===== src/rtl/mode_pkg.sv =====
package mode_pkg;
  localparam int CTRL_SP_BIT   = 0;
  localparam int CTRL_PRIV_BIT = 1;

  typedef struct packed {
    logic enter;
    logic leave;
    logic toThread;
    logic ctrlWr;
    logic spWrMain;
    logic spWrProc;
  } mode_strobe_t;
endpackage


===== src/rtl/sp_bank_reg.sv =====
module sp_bank_reg #(
  parameter int          W          = 32,
  parameter int          ALIGN_BITS = 2,
  parameter logic [W-1:0] RESET_VAL = '0
) (
  input  logic         clk,
  input  logic         rstN,
  input  logic         wrEn,
  input  logic [W-1:0] wrData,
  output logic [W-1:0] q
);
  localparam logic [W-1:0] ALIGN_MASK = ~((W'(1) << ALIGN_BITS) - W'(1));

  always_ff @(posedge clk or negedge rstN) begin
    if (!rstN)     q <= RESET_VAL & ALIGN_MASK;
    else if (wrEn) q <= wrData & ALIGN_MASK;
  end
endmodule


===== src/rtl/mode_seq.sv =====
module mode_seq import mode_pkg::*; #(
  parameter int NUM_W     = 9,
  parameter int DEPTH_MAX = 8
) (
  input  logic             clk,
  input  logic             rstN,
  input  logic             excEnter,
  input  logic [NUM_W-1:0] excEnterNum,
  input  logic             excReturn,
  input  logic             ctrlWrEn,
  input  logic             spWrEn,
  input  logic [1:0]       ctrlNow,
  output mode_strobe_t     strb,
  output logic             handlerMode,
  output logic             privileged,
  output logic             useProcSp
);
  localparam int DW = $clog2(DEPTH_MAX + 1);
  localparam logic [DW-1:0] DEPTH_TOP = DW'(DEPTH_MAX);
  localparam logic [DW-1:0] DEPTH_ONE = DW'(1);

  logic [DW-1:0] depth;
  logic          enterOk;
  logic          leaveOk;

  // mode and privilege come from registered state only
  always_comb begin
    handlerMode = (depth != '0);
    privileged  = handlerMode || !ctrlNow[CTRL_PRIV_BIT];
    useProcSp   = !handlerMode && ctrlNow[CTRL_SP_BIT];
  end

  // an entry strobe always blocks a return in the same cycle
  always_comb begin
    enterOk = excEnter && (excEnterNum != '0) && (depth != DEPTH_TOP);
    leaveOk = !excEnter && excReturn && (depth != '0);
  end

  always_comb begin
    strb          = '0;
    strb.enter    = enterOk;
    strb.leave    = leaveOk;
    strb.toThread = leaveOk && (depth == DEPTH_ONE);
    strb.ctrlWr   = ctrlWrEn && privileged;
    strb.spWrMain = spWrEn && !useProcSp;
    strb.spWrProc = spWrEn && useProcSp;
  end

  always_ff @(posedge clk or negedge rstN) begin
    if (!rstN)        depth <= '0;
    else if (enterOk) depth <= depth + DEPTH_ONE;
    else if (leaveOk) depth <= depth - DEPTH_ONE;
  end
endmodule


===== src/rtl/mode_data.sv =====
module mode_data import mode_pkg::*; #(
  parameter int              SP_W      = 32,
  parameter int              NUM_W     = 9,
  parameter logic [SP_W-1:0] MSP_RESET = '0,
  parameter logic [SP_W-1:0] PSP_RESET = '0
) (
  input  logic             clk,
  input  logic             rstN,
  input  mode_strobe_t     strb,
  input  logic [1:0]       ctrlWrData,
  input  logic [SP_W-1:0]  spWrData,
  input  logic [NUM_W-1:0] excEnterNum,
  input  logic [NUM_W-1:0] excRetNum,
  input  logic             useProcSp,
  output logic [1:0]       ctrlValue,
  output logic [NUM_W-1:0] excNum,
  output logic [SP_W-1:0]  activeSp
);
  localparam int BANKS = 2;

  logic [SP_W-1:0] bankQ [BANKS];

  always_ff @(posedge clk or negedge rstN) begin
    if (!rstN)            ctrlValue <= '0;
    else if (strb.ctrlWr) ctrlValue <= ctrlWrData;
  end

  always_ff @(posedge clk or negedge rstN) begin
    if (!rstN)           excNum <= '0;
    else if (strb.enter) excNum <= excEnterNum;
    else if (strb.leave) excNum <= strb.toThread ? '0 : excRetNum;
  end

  // bank 0 is the main stack, bank 1 the process stack
  for (genvar g = 0; g < BANKS; g++) begin : g_bank
    sp_bank_reg #(
      .W         (SP_W),
      .ALIGN_BITS(2),
      .RESET_VAL (g == 0 ? MSP_RESET : PSP_RESET)
    ) u_bank (
      .clk   (clk),
      .rstN  (rstN),
      .wrEn  (g == 0 ? strb.spWrMain : strb.spWrProc),
      .wrData(spWrData),
      .q     (bankQ[g])
    );
  end

  assign activeSp = useProcSp ? bankQ[1] : bankQ[0];
endmodule


===== src/rtl/core_mode_ctrl.sv =====
module core_mode_ctrl import mode_pkg::*; #(
  parameter int              SP_W      = 32,
  parameter int              NUM_W     = 9,
  parameter int              DEPTH_MAX = 8,
  parameter logic [SP_W-1:0] MSP_RESET = SP_W'(32'h2000_0400),
  parameter logic [SP_W-1:0] PSP_RESET = '0
) (
  input  logic             clk,
  input  logic             rstN,
  input  logic             excEnter,
  input  logic [NUM_W-1:0] excEnterNum,
  input  logic             excReturn,
  input  logic [NUM_W-1:0] excRetNum,
  input  logic             ctrlWrEn,
  input  logic [1:0]       ctrlWrData,
  input  logic             spWrEn,
  input  logic [SP_W-1:0]  spWrData,
  output logic             handlerMode,
  output logic             privileged,
  output logic             useProcSp,
  output logic [SP_W-1:0]  activeSp,
  output logic [NUM_W-1:0] excNum,
  output logic [1:0]       ctrlValue
);
  mode_strobe_t strb;

  mode_seq #(.NUM_W(NUM_W), .DEPTH_MAX(DEPTH_MAX)) u_seq (
    .clk        (clk),
    .rstN       (rstN),
    .excEnter   (excEnter),
    .excEnterNum(excEnterNum),
    .excReturn  (excReturn),
    .ctrlWrEn   (ctrlWrEn),
    .spWrEn     (spWrEn),
    .ctrlNow    (ctrlValue),
    .strb       (strb),
    .handlerMode(handlerMode),
    .privileged (privileged),
    .useProcSp  (useProcSp)
  );

  mode_data #(
    .SP_W(SP_W), .NUM_W(NUM_W), .MSP_RESET(MSP_RESET), .PSP_RESET(PSP_RESET)
  ) u_data (
    .clk        (clk),
    .rstN       (rstN),
    .strb       (strb),
    .ctrlWrData (ctrlWrData),
    .spWrData   (spWrData),
    .excEnterNum(excEnterNum),
    .excRetNum  (excRetNum),
    .useProcSp  (useProcSp),
    .ctrlValue  (ctrlValue),
    .excNum     (excNum),
    .activeSp   (activeSp)
  );
endmodule


===== config.mk =====
export PLATFORM = sky130hd
export DESIGN_NAME = core_mode_ctrl
export DESIGN_NICKNAME = d
export VERILOG_FILES = /design/src/rtl/mode_pkg.sv /design/src/rtl/sp_bank_reg.sv /design/src/rtl/mode_seq.sv /design/src/rtl/mode_data.sv /design/src/rtl/core_mode_ctrl.sv
export SDC_FILE = /design/constraint.sdc
export NUM_CORES = 1
export LEC_CHECK = 0
export ABC_AREA = 1
export CAP_MARGIN = 15
export CORE_UTILIZATION = 48
export CTS_CLUSTER_SIZE = 12
export DETAILED_ROUTE_END_ITERATION = 10
export MAX_ROUTING_LAYER = met4
export PLACE_DENSITY_LB_ADDON = 0.25
export SYNTH_ARGS = -nofsm -noshare
export SYNTH_HDL_FRONTEND = slang
export SYNTH_HIERARCHICAL = 1
export SYNTH_SLANG_ARGS = --single-unit

===== constraint.sdc =====
create_clock -name clk -period 2.4 [get_ports clk]
set_input_delay 0.48 -clock clk [delete_from_list [all_inputs] [get_ports clk]]
set_output_delay 0.48 -clock clk [all_outputs]
set_load 0.005 [all_outputs]

==> flow_summary.json <==
{
  "antenna_found_initial": 0,
  "use_met3_pct": 4.545,
  "startpoint_type": "flip-flop",
  "setup-tns-final_ns": 0,
  "regToRegStartpoint": "u_seq/depth[0]$_DFFE_PN0P_",
  "final_cell_mix": "sky130_fd_sc_hd__nand2_1, sky130_fd_sc_hd__dfrtp_1, sky130_fd_sc_hd__clkdlybuf4s50_1, sky130_fd_sc_hd__inv_1, sky130_fd_sc_hd__nand3_1",
  "slew_headroom_pct": 61.46,
  "grtUsageMet2_pct": 43.18,
  "ctsLongestPathBuffers": 2,
  "max_slew.worst_pin.slew_ns": 0.5772,
  "hpwlAfterDp_um": 5796,
  "p_per_area_nw_per_um2": 882.5,
  "fin_cells": 718,
  "timing.critical_path.fanout_max": 7,
  "ctsHoldBuffers": 0,
  "dr.pass1.iters": 4,
  "timing.critical_path.cells": "inv_2, ha_4, nand2_4, nor2_4, buf_4, clkbuf_16, nand2_1, o21ai_1, dlygate4sd2_1",
  "ff2ff_path_depth": 9,
  "min_path_type": "in -> async",
  "clkSinkCount": 75,
  "synth-seq-area-share_pct": 49.72,
  "top_level_ports": 104,
  "leading_cell_type_in_the_layout_fill_and_taps_excluded": "sky130_fd_sc_hd__nand2_1",
  "grt_pass1_vias": 3455,
  "core-area_um2": 7447,
  "synth.ff_latch_count": 75,
  "crit_path_max_incr_delay_ns": 0.40,
  "globalplace.congestion": 0.8525,
  "setup_repair_after_global_routing_missed_its_margin": "yes",
  "worstSetupPathType": "reg -> out",
  "drt.antenna.violating_nets": 0,
  "cp_num_buf_inv": 4,
  "tritoncts_clock_tree": "done",
  "worst-endpoint-arrival_ns": 1.91,
  "pre_cts_slack_ns": 0.04584,
  "peakVddDrop_mv": 0.3698,
  "chipHeight_um": 90.74,
  "setup_viol": 0,
  "detail_route.iter0.violations": 188,
  "num-fill-cells": 607,
  "critical_path_depth": 9,
  "number_of_placement_rows": 31,
  "wirelength_um": 9679,
  "global_route_wire_length_before_repair_um": 16190,
  "postLayoutCoreUtil_pct": 70.73,
  "grt.busiest_layer": "met2",
  "min_tclk_post_route_ns": 2.392,
  "post_synthesis_area_per_instance_um2": 7.621,
  "grt-ovfl-total": 0,
  "yosysTopAreaCell": "sky130_fd_sc_hd__dfrtp_1",
  "grt_util_all_layers_pct": 25.90,
  "cts_inserted_buffers": 9,
  "leakage_nw": 2.710,
  "status": "completed",
  "maxClockFrequency_mhz": 418.1,
  "maximum_number_of_pins_on_one_net_before_global_route_repair": 43,
  "clock_tree.root_cell": "sky130_fd_sc_hd__clkbuf_8",
  "antenna-diode-count": 0,
  "finalNetCount": 676,
  "dpl.cell_count": 681,
  "worst_slack_ns": 0.008215,
  "die_width_um": 90.74,
  "clk_latency_ns": 0.35,
  "critPathLaunch": "u_seq/depth[0]$_DFFE_PN0P_",
  "maxCapViolCount": 0,
  "via_density_per_instance": 4.876,
  "yosys_warnings": 6,
  "synth.distinct_cells": 25,
  "routed_wire_length_per_instance_um": 13.48,
  "netlist_area_um2": 3780,
  "clock_skew_ns": 0.007330,
  "yosys-top-cells-area": "sky130_fd_sc_hd__dfrtp_1, sky130_fd_sc_hd__nand2_1, sky130_fd_sc_hd__o21ai_0",
  "hold_violations": 0,
  "drt_drc_violations_left": 0,
  "layout_worst_path_cycle_share_pct": 99.66,
  "clk_pin_slew_worst_paths_ns": 0.08,
  "cp_data_required_time_ns": 1.92,
  "maxSlewViolCount": 0,
  "fin_total_pwr_w": 0.004649,
  "areaGrowthSynthToFinish_pct": 39.36,
  "top_area_cell_type_share_of_the_netlist_area_pct": 48.33,
  "placement.io_buffers": 99,
  "cp_slowest_cell": "sky130_fd_sc_hd__dfrtp_1",
  "post_route_cells_drive_above_1_share_pct": 15.83,
  "initial_standard_cell_utilization_of_the_core_pct": 50.76,
  "netlist_instances": 496,
  "end_kind": "primary output",
  "die_footprint_um2": 8234,
  "dr_total_vias": 3501,
  "clock_tree.htree_level_count": 3,
  "globalRouteMet1Util_pct": 31.24,
  "worst_path_dominant_cell_family": "buffers and inverters"
}
stage by stage:
step | hold slack, ns | cell area (µm²)
6_report | 0.1117 | 5268
5_1_grt | 0.1457 | 5268
4_1_cts | 0.1230 | 5219
3_5_place_dp | 0.4560 | 4836
3_3_place_gp | 0.4522 | 4836
2_1_floorplan | 0.1844 | 3787
per-layer routing:
layer | wire length (µm) | vias up
met2 | 4981 | 118
met3 | 541 | 21
met4 | 177 | 0
li1 | - | 1733
met1 | 3979 | 1629
met5 | 0 | -
registers in the layout (all words and copies together) (netlist names):
name and count:
u_data/excNum 9, u_data/ctrlValue 2, u_data/g_bank.u_bank/q 60, u_seq/depth 4
layout make-up:
class | count | area, µm² | area share [%]
Sequential cell | 75 | 1881 | 35.70
Multi-Input combinational cell | 345 | 1573 | 29.86
Timing Repair Buffer | 133 | 1310 | 24.87
Inverter | 50 | 187.7 | 3.563
Clock buffer | 10 | 127.6 | 2.423
Tap cell | 99 | 123.9 | 2.352
Clock inverter | 6 | 65.06 | 1.235
worst register-to-register path, delay by kind of cell (launching register included):
family / cells / cell delay (ns)
buffers and inverters: 4 / 0.77
DFF: 1 / 0.40
adders and majority gates: 1 / 0.16
AOI/OAI and AO/OA: 1 / 0.15
and+or+nand+nor: 3 / 0.30
cells in the mapped netlist, drive strengths merged:
master / n
nand2: 254
dfrtp: 73
inv: 50
o21ai: 39
buf: 28
nand3: 28
nor2: 11
ha: 4
conb: 2
dfstp: 2
xnor2: 2
nand4: 1
nor3b: 1
or2: 1
power by group:
group	switching (W)	internal (W)
Clock	0.000485	0.000483
Combinational	0.000894	0.000880
Sequential	0.000227	0.00168
Total	0.00161	0.00304
worst paths after layout:
check / end / slack, ns
min reg2reg: u_data/g_bank[0].u_bank/q[10]$_DFFE_PN1P_ / 0.47
max: activeSp[29] / 0.008
min in group clk: u_data/g_bank[0].u_bank/q[10]$_DFFE_PN1P_ / 0.47
max in group asynchronous: u_data/g_bank[0].u_bank/q[29]$_DFFE_PN1P_ / 1.64
max reg2reg: u_data/g_bank[0].u_bank/q[28]$_DFFE_PN0P_ / 0.56
min: u_data/excNum[1]$_DFFE_PN0P_ / 0.11
cells by family (layout without fill, tap and decap cells):
| kind of cell | Yosys count | count (layout) | synth area share, % |
|---|---|---|---|
| xor+xnor | 2 | 2 | 0.4635 |
| compound gates | 39 | 39 | 5.661 |
| simple gates | 296 | 296 | 32.41 |
| fa+ha+maj | 4 | 4 | 1.324 |
| flops | 75 | 75 | 49.72 |
| other cells | 2 | 4 | 0.1987 |
| buf+inv | 78 | 199 | 10.23 |
timing repair:
| item | CTS | global route |
|---|---|---|
| setup buffers | 12 | 5 |
| pin swaps | 4 | 5 |
| resized for setup | 82 | 38 |
| cloned | 4 | 1 |
| endpoints found under the setup margin | 31 | 28 |
No activity file was read; power rests on OpenSTA's default activity.
